$ cat src/rtl/mdio_pkg.sv
package mdio_pkg;
  localparam int PRE_BITS   = 32;
  localparam int ADDR_BITS  = 5;
  localparam int DATA_BITS  = 16;
  localparam int TAIL_BITS  = 2;
  localparam int HEAD_BITS  = PRE_BITS + 2 + 2 + 2 * ADDR_BITS;       // 46
  localparam int RD_FIRST   = HEAD_BITS + 2;                          // 48
  localparam int FRAME_BITS = RD_FIRST + DATA_BITS + TAIL_BITS;       // 66

  typedef logic [FRAME_BITS-1:0] frame_t;

  typedef enum logic [1:0] {
    OPC_WRITE = 2'b01,
    OPC_READ  = 2'b10
  } opcode_e;

  // Wire values, first bit sent in the MSB.
  function automatic frame_t build_bits(input logic wr,
                                        input logic [ADDR_BITS-1:0] phy,
                                        input logic [ADDR_BITS-1:0] regad,
                                        input logic [DATA_BITS-1:0] wdata);
    opcode_e op;
    logic [1:0] ta;
    op = wr ? OPC_WRITE : OPC_READ;
    ta = wr ? 2'b10 : 2'b00;
    return {{PRE_BITS{1'b1}}, 2'b01, op, phy, regad, ta,
            (wr ? wdata : {DATA_BITS{1'b0}}), {TAIL_BITS{1'b0}}};
  endfunction

  // Output enable per bit, first bit in the MSB.
  function automatic frame_t build_oe(input logic wr);
    return {{HEAD_BITS{1'b1}}, {(2 + DATA_BITS){wr}}, {TAIL_BITS{1'b1}}};
  endfunction
endpackage

$ cat src/rtl/mdio_clkdiv.sv
module mdio_clkdiv #(
  parameter int HALF_DIV = 10
) (
  input  logic clk,
  input  logic rst,
  input  logic run,
  output logic tick
);
  localparam int CW = $clog2(HALF_DIV) + 1;
  localparam logic [CW-1:0] LAST = CW'(HALF_DIV - 1);

  logic [CW-1:0] cnt;

  always_ff @(posedge clk) begin
    if (rst || !run) begin
      cnt <= '0;
    end else if (cnt == LAST) begin
      cnt <= '0;
    end else begin
      cnt <= cnt + 1'b1;
    end
  end

  assign tick = run && (cnt == LAST);
endmodule

$ cat src/rtl/mdio_bitseq.sv
module mdio_bitseq #(
  parameter int NBITS = 66
) (
  input  logic                     clk,
  input  logic                     rst,
  input  logic                     start,
  input  logic                     tick,
  output logic                     phase_hi,
  output logic [$clog2(NBITS)-1:0] bit_idx,
  output logic                     last_bit
);
  localparam int IW = $clog2(NBITS);
  localparam logic [IW-1:0] LAST_IDX = IW'(NBITS - 1);

  always_ff @(posedge clk) begin
    if (rst || start) begin
      phase_hi <= 1'b0;
      bit_idx  <= '0;
    end else if (tick) begin
      phase_hi <= !phase_hi;
      if (phase_hi && bit_idx != LAST_IDX) begin
        bit_idx <= bit_idx + 1'b1;
      end
    end
  end

  assign last_bit = (bit_idx == LAST_IDX);
endmodule

$ cat src/rtl/mdio_master.sv
module mdio_master
  import mdio_pkg::*;
#(
  parameter int HALF_DIV = 10
) (
  input  logic        clk,
  input  logic        rst,
  input  logic        req,
  input  logic        req_write,
  input  logic [4:0]  req_phy,
  input  logic [4:0]  req_reg,
  input  logic [15:0] req_wdata,
  output logic        busy,
  output logic        done,
  output logic [15:0] rdata,
  output logic        mdc,
  output logic        mdo,
  output logic        mdo_oe,
  input  logic        mdi
);
  localparam int IW = $clog2(FRAME_BITS);
  localparam logic [IW-1:0] RD_LO = IW'(RD_FIRST);
  localparam logic [IW-1:0] RD_HI = IW'(RD_FIRST + DATA_BITS - 1);

  logic          accept, tick, phase_hi, last_bit;
  logic          rise_now, fall_now;
  logic [IW-1:0] bit_idx;
  frame_t        tx_sh, oe_sh, ld_bits, ld_oe;
  logic [DATA_BITS-1:0] rx_sh;
  logic          is_rd;

  assign accept   = req && !busy;
  assign rise_now = tick && !phase_hi;
  assign fall_now = tick && phase_hi;
  assign ld_bits  = build_bits(req_write, req_phy, req_reg, req_wdata);
  assign ld_oe    = build_oe(req_write);

  mdio_clkdiv #(.HALF_DIV(HALF_DIV)) u_div (
    .clk  (clk),
    .rst  (rst),
    .run  (busy),
    .tick (tick)
  );

  mdio_bitseq #(.NBITS(FRAME_BITS)) u_seq (
    .clk      (clk),
    .rst      (rst),
    .start    (accept),
    .tick     (tick),
    .phase_hi (phase_hi),
    .bit_idx  (bit_idx),
    .last_bit (last_bit)
  );

  always_ff @(posedge clk) begin
    if (rst) begin
      busy   <= 1'b0;
      done   <= 1'b0;
      mdc    <= 1'b0;
      mdo    <= 1'b0;
      mdo_oe <= 1'b0;
      tx_sh  <= '0;
      oe_sh  <= '0;
      rx_sh  <= '0;
      rdata  <= '0;
      is_rd  <= 1'b0;
    end else begin
      done <= 1'b0;
      if (accept) begin
        busy   <= 1'b1;
        is_rd  <= !req_write;
        mdc    <= 1'b0;
        mdo    <= ld_bits[FRAME_BITS-1];
        mdo_oe <= ld_oe[FRAME_BITS-1];
        tx_sh  <= ld_bits << 1;
        oe_sh  <= ld_oe << 1;
      end else if (rise_now) begin
        mdc <= 1'b1;
        if (is_rd && bit_idx >= RD_LO && bit_idx <= RD_HI) begin
          rx_sh <= {rx_sh[DATA_BITS-2:0], mdi};
        end
      end else if (fall_now) begin
        mdc <= 1'b0;
        if (last_bit) begin
          busy   <= 1'b0;
          done   <= 1'b1;
          mdo    <= 1'b0;
          mdo_oe <= 1'b0;
          if (is_rd) begin
            rdata <= rx_sh;
          end
        end else begin
          mdo    <= tx_sh[FRAME_BITS-1];
          mdo_oe <= oe_sh[FRAME_BITS-1];
          tx_sh  <= tx_sh << 1;
          oe_sh  <= oe_sh << 1;
        end
      end
    end
  end
endmodule

$ cat config.mk
export PLATFORM = sky130hd
export DESIGN_NAME = mdio_master
export DESIGN_NICKNAME = d
export VERILOG_FILES = /design/src/rtl/mdio_pkg.sv /design/src/rtl/mdio_clkdiv.sv /design/src/rtl/mdio_bitseq.sv /design/src/rtl/mdio_master.sv
export SDC_FILE = /design/constraint.sdc
export NUM_CORES = 1
export LEC_CHECK = 0
export BUFFER_PORTS_ARGS = -buffer_cell sky130_fd_sc_hd__buf_2
export CORE_UTILIZATION = 60
export DETAILED_ROUTE_END_ITERATION = 8
export PLACE_DENSITY = 0.79
export REMOVE_ABC_BUFFERS = 1
export SLEW_MARGIN = 10
export SYNTH_ARGS = -nofsm -noshare
export SYNTH_HDL_FRONTEND = slang
export SYNTH_SLANG_ARGS = --single-unit
$ cat constraint.sdc
create_clock -name clk -period 2.1 [get_ports clk]
set_clock_uncertainty 0.1 [all_clocks]
set_input_delay 0.42 -clock clk [delete_from_list [all_inputs] [get_ports clk]]
set_output_delay 0.42 -clock clk [all_outputs]
set_load 0.03 [all_outputs]
==> flow_summary.ini <==
[status]
outcome = complete, no violations

[sta]
grt_setup_unrepaired = no
period_share_pct = 95.0
setup_viol = 0
slew_viol_final = 0
hold_violations = 0
tightest_slew_ps = 469
layout_min_cycle_time_ps = 1990
fin_tns_setup_ps = 0
slew_headroom_pct = 68.7
fmax_ghz = 0.501

[grt]
track_usage_pct = 26.2
grt_max_degree = 100
grt_pass1_wl_um = 27500
grt-ovfl-total = 0
grt_pass1_vias = 5755
antenna_found_initial = 0

[cells_and_area]
syn_to_final_growth_pct = 13.8
nets = 869
num_antenna_cells = 0
mostFrequentLayoutCells = dfxtp_1, nor2_1, nor3_1
fillers = 918
mostFrequentLayoutCell = dfxtp_1
utilization_pct = 70.7
drive_gt1_share_pct = 18.7

[cts]
cts_tree = built
htreeDepth = 4
cts_buffer_depth = 2
clk_transition_reported_paths_ps = 70
clk_latency_ps = 430
root_buffer = clkbuf_16
cts_buffers = 17
clock-sinks = 179

[placement]
hpwl_um = 9520
gp_congestion = 0.760
io_buffers = 51

[route]
post_drt_wl_per_cell_um = 16.3
num_vias = 6204
drtIter0Drc = 516
drt_drc_violations_left = 0
drt-pass1-iter-count = 5
ant_nets = 0
via_per_inst = 6.12
routed_wl_um = 16600

[setup_path]
critPathSlowestCell = nor4b_2
path_cells = nor4b_2, and2_4, buf_4, o21ai_0, a211oi_1
start_kind = flop
cp.buffers_inverters = 1
path_class = flop to flop
arrival_ps = 2240
cp_max_fo = 18
crit_required_ps = 2350
endpoint_kind = flop
cpPeakStageDelay_ps = 490
path_delay_family = simple AND/OR/NAND/NOR gates

[pwr]
finalPower_mw = 7.57
power_density_nw_per_um2 = 884
cellLeakagePower_nw = 3.31
ir_drop_mv = 0.614

[logic_synthesis]
synth-seq-cells = 179
syn_inst = 824
ys_seq_area_share_pct = 47.6
yosysUniqueCellTypes = 44
synthesis.area_um2 = 7520
synth-warning-count = 0
avgSynthCellArea_um2 = 9.13

[floorplanning]
fp.dieH_um = 114
die_x_um = 114
coreArea_um2 = 12100
pin_count = 52
dieArea_um2 = 13000
row_count = 40
start_util_pct = 62.1

[worst_hold_path]
hold_path.class = input port to flop

[job]
cap_violations = 0
==> registers in the layout, indices dropped and copies added, names as in the netlist <==
signal / count
done: 1
rdata: 16
busy: 1
mdc: 1
tx_sh: 63
mdo: 1
is_rd: 1
rx_sh: 16
mdo_oe: 1
oe_sh: 65
u_div.cnt: 5
u_seq.phase_hi: 1
u_seq.bit_idx: 7
==> final timing paths <==
check         endpoint        startpoint  slack (ps)  depth (start not counted)
max          tx_sh[25]  u_seq.bit_idx[2]         110                          5
min           tx_sh[3]      req_wdata[0]         180                          3
min reg2reg  tx_sh[34]         tx_sh[33]         360                          2
max reg2reg  tx_sh[25]  u_seq.bit_idx[2]         110                          5
==> timing repair <==
action,4_1_cts,5_1_grt
setup endpoints to repair,6,12
buffers inserted,3,1
gates resized for setup,0,1
pin swaps,1,0
hold buffers,0,0
cloned,0,2
==> per-stage QoR <==
step	setup WS [ps]	hold slack [ps]	std cells	instance area, um2
2_1_floorplan	-3440	333	733	7060
3_5_place_dp	-20.2	357	976	7880
3_3_place_gp	106	346	976	7880
6_report	105	177	1014	8560
4_1_cts	66.8	161	1011	8540
5_1_grt	7.12	184	1014	8560
==> synthesized netlist by cell type, drive strengths merged <==
master | number | area share (%)
nor3 | 79 | 5.4
a221oi | 1 | 0.12
dfxtp | 179 | 48
and3 | 1 | 0.083
o22ai | 1 | 0.083
nand2b | 35 | 2.9
o211ai | 2 | 0.20
and2 | 4 | 0.33
and4bb | 1 | 0.22
o21ai | 51 | 3.4
clkbuf | 61 | 3.1
o21ba | 1 | 0.13
o31ai | 1 | 0.10
a211oi | 104 | 12
nand3 | 9 | 0.60
a31o | 1 | 0.12
or2 | 1 | 0.083
xnor2 | 1 | 0.12
o21bai | 1 | 0.10
nor4 | 1 | 0.083
nor2b | 2 | 0.17
buf | 30 | 3.1
nor4b | 1 | 0.20
ha | 5 | 0.83
o31a | 1 | 0.12
a21boi | 2 | 0.20
or4 | 2 | 0.20
inv | 5 | 0.25
nand2 | 6 | 0.37
or3b | 1 | 0.12
a31oi | 49 | 4.1
nor2 | 98 | 4.9
a21oi | 48 | 3.2
xor2 | 3 | 0.35
mux2i | 32 | 4.3
nand4 | 4 | 0.53
==> routing by layer <==
layer  GRT usage [%]  share of wire [%]  vias up
met1            35.1                 45     3019
met5               0                  0        -
met3            5.37                4.0       27
met4            9.78                1.8        0
met2            41.9                 49      141
li1                -                  -     3017
==> layout make-up <==
type                    count  area, um2  area share (%)
multi-input cells         551       3490            40.8
repair buffers             79        631            7.36
flip-flops and latches    179       3580            41.8
well taps                 168        210            2.45
clock buffers              19        443            5.17
clock inverters            13        183            2.13
inverters                   5       18.8           0.219
==> power by group <==
group | internal [mW] | total, mW | switching (mW) | leakage, nW
registers | 3.60 | 3.70 | 0.104 | 1.48
clock network | 2.02 | 3.34 | 1.32 | 0.307
logic | 0.228 | 0.527 | 0.299 | 1.53
total | 5.85 | 7.57 | 1.72 | 3.31
==> worst reg2reg max path, delay by kind of cell (launching register included) <==
family | cells | cell delay [ps]
flops | 1 | 360
compound gates | 2 | 360
simple gates | 2 | 830
buf+inv | 1 | 270
==> kinds of logic after synthesis <==
| kind of cell | Yosys count | share of synthesized area (%) |
|---|---|---|
| xor+xnor | 4 | 0.466 |
| mux | 32 | 4.26 |
| compound gates | 263 | 24.2 |
| fa+ha+maj | 5 | 0.832 |
| simple gates | 245 | 16.2 |
| flops | 179 | 47.6 |
| buf+inv | 96 | 6.44 |
No activity file was read; power rests on OpenSTA's default activity.
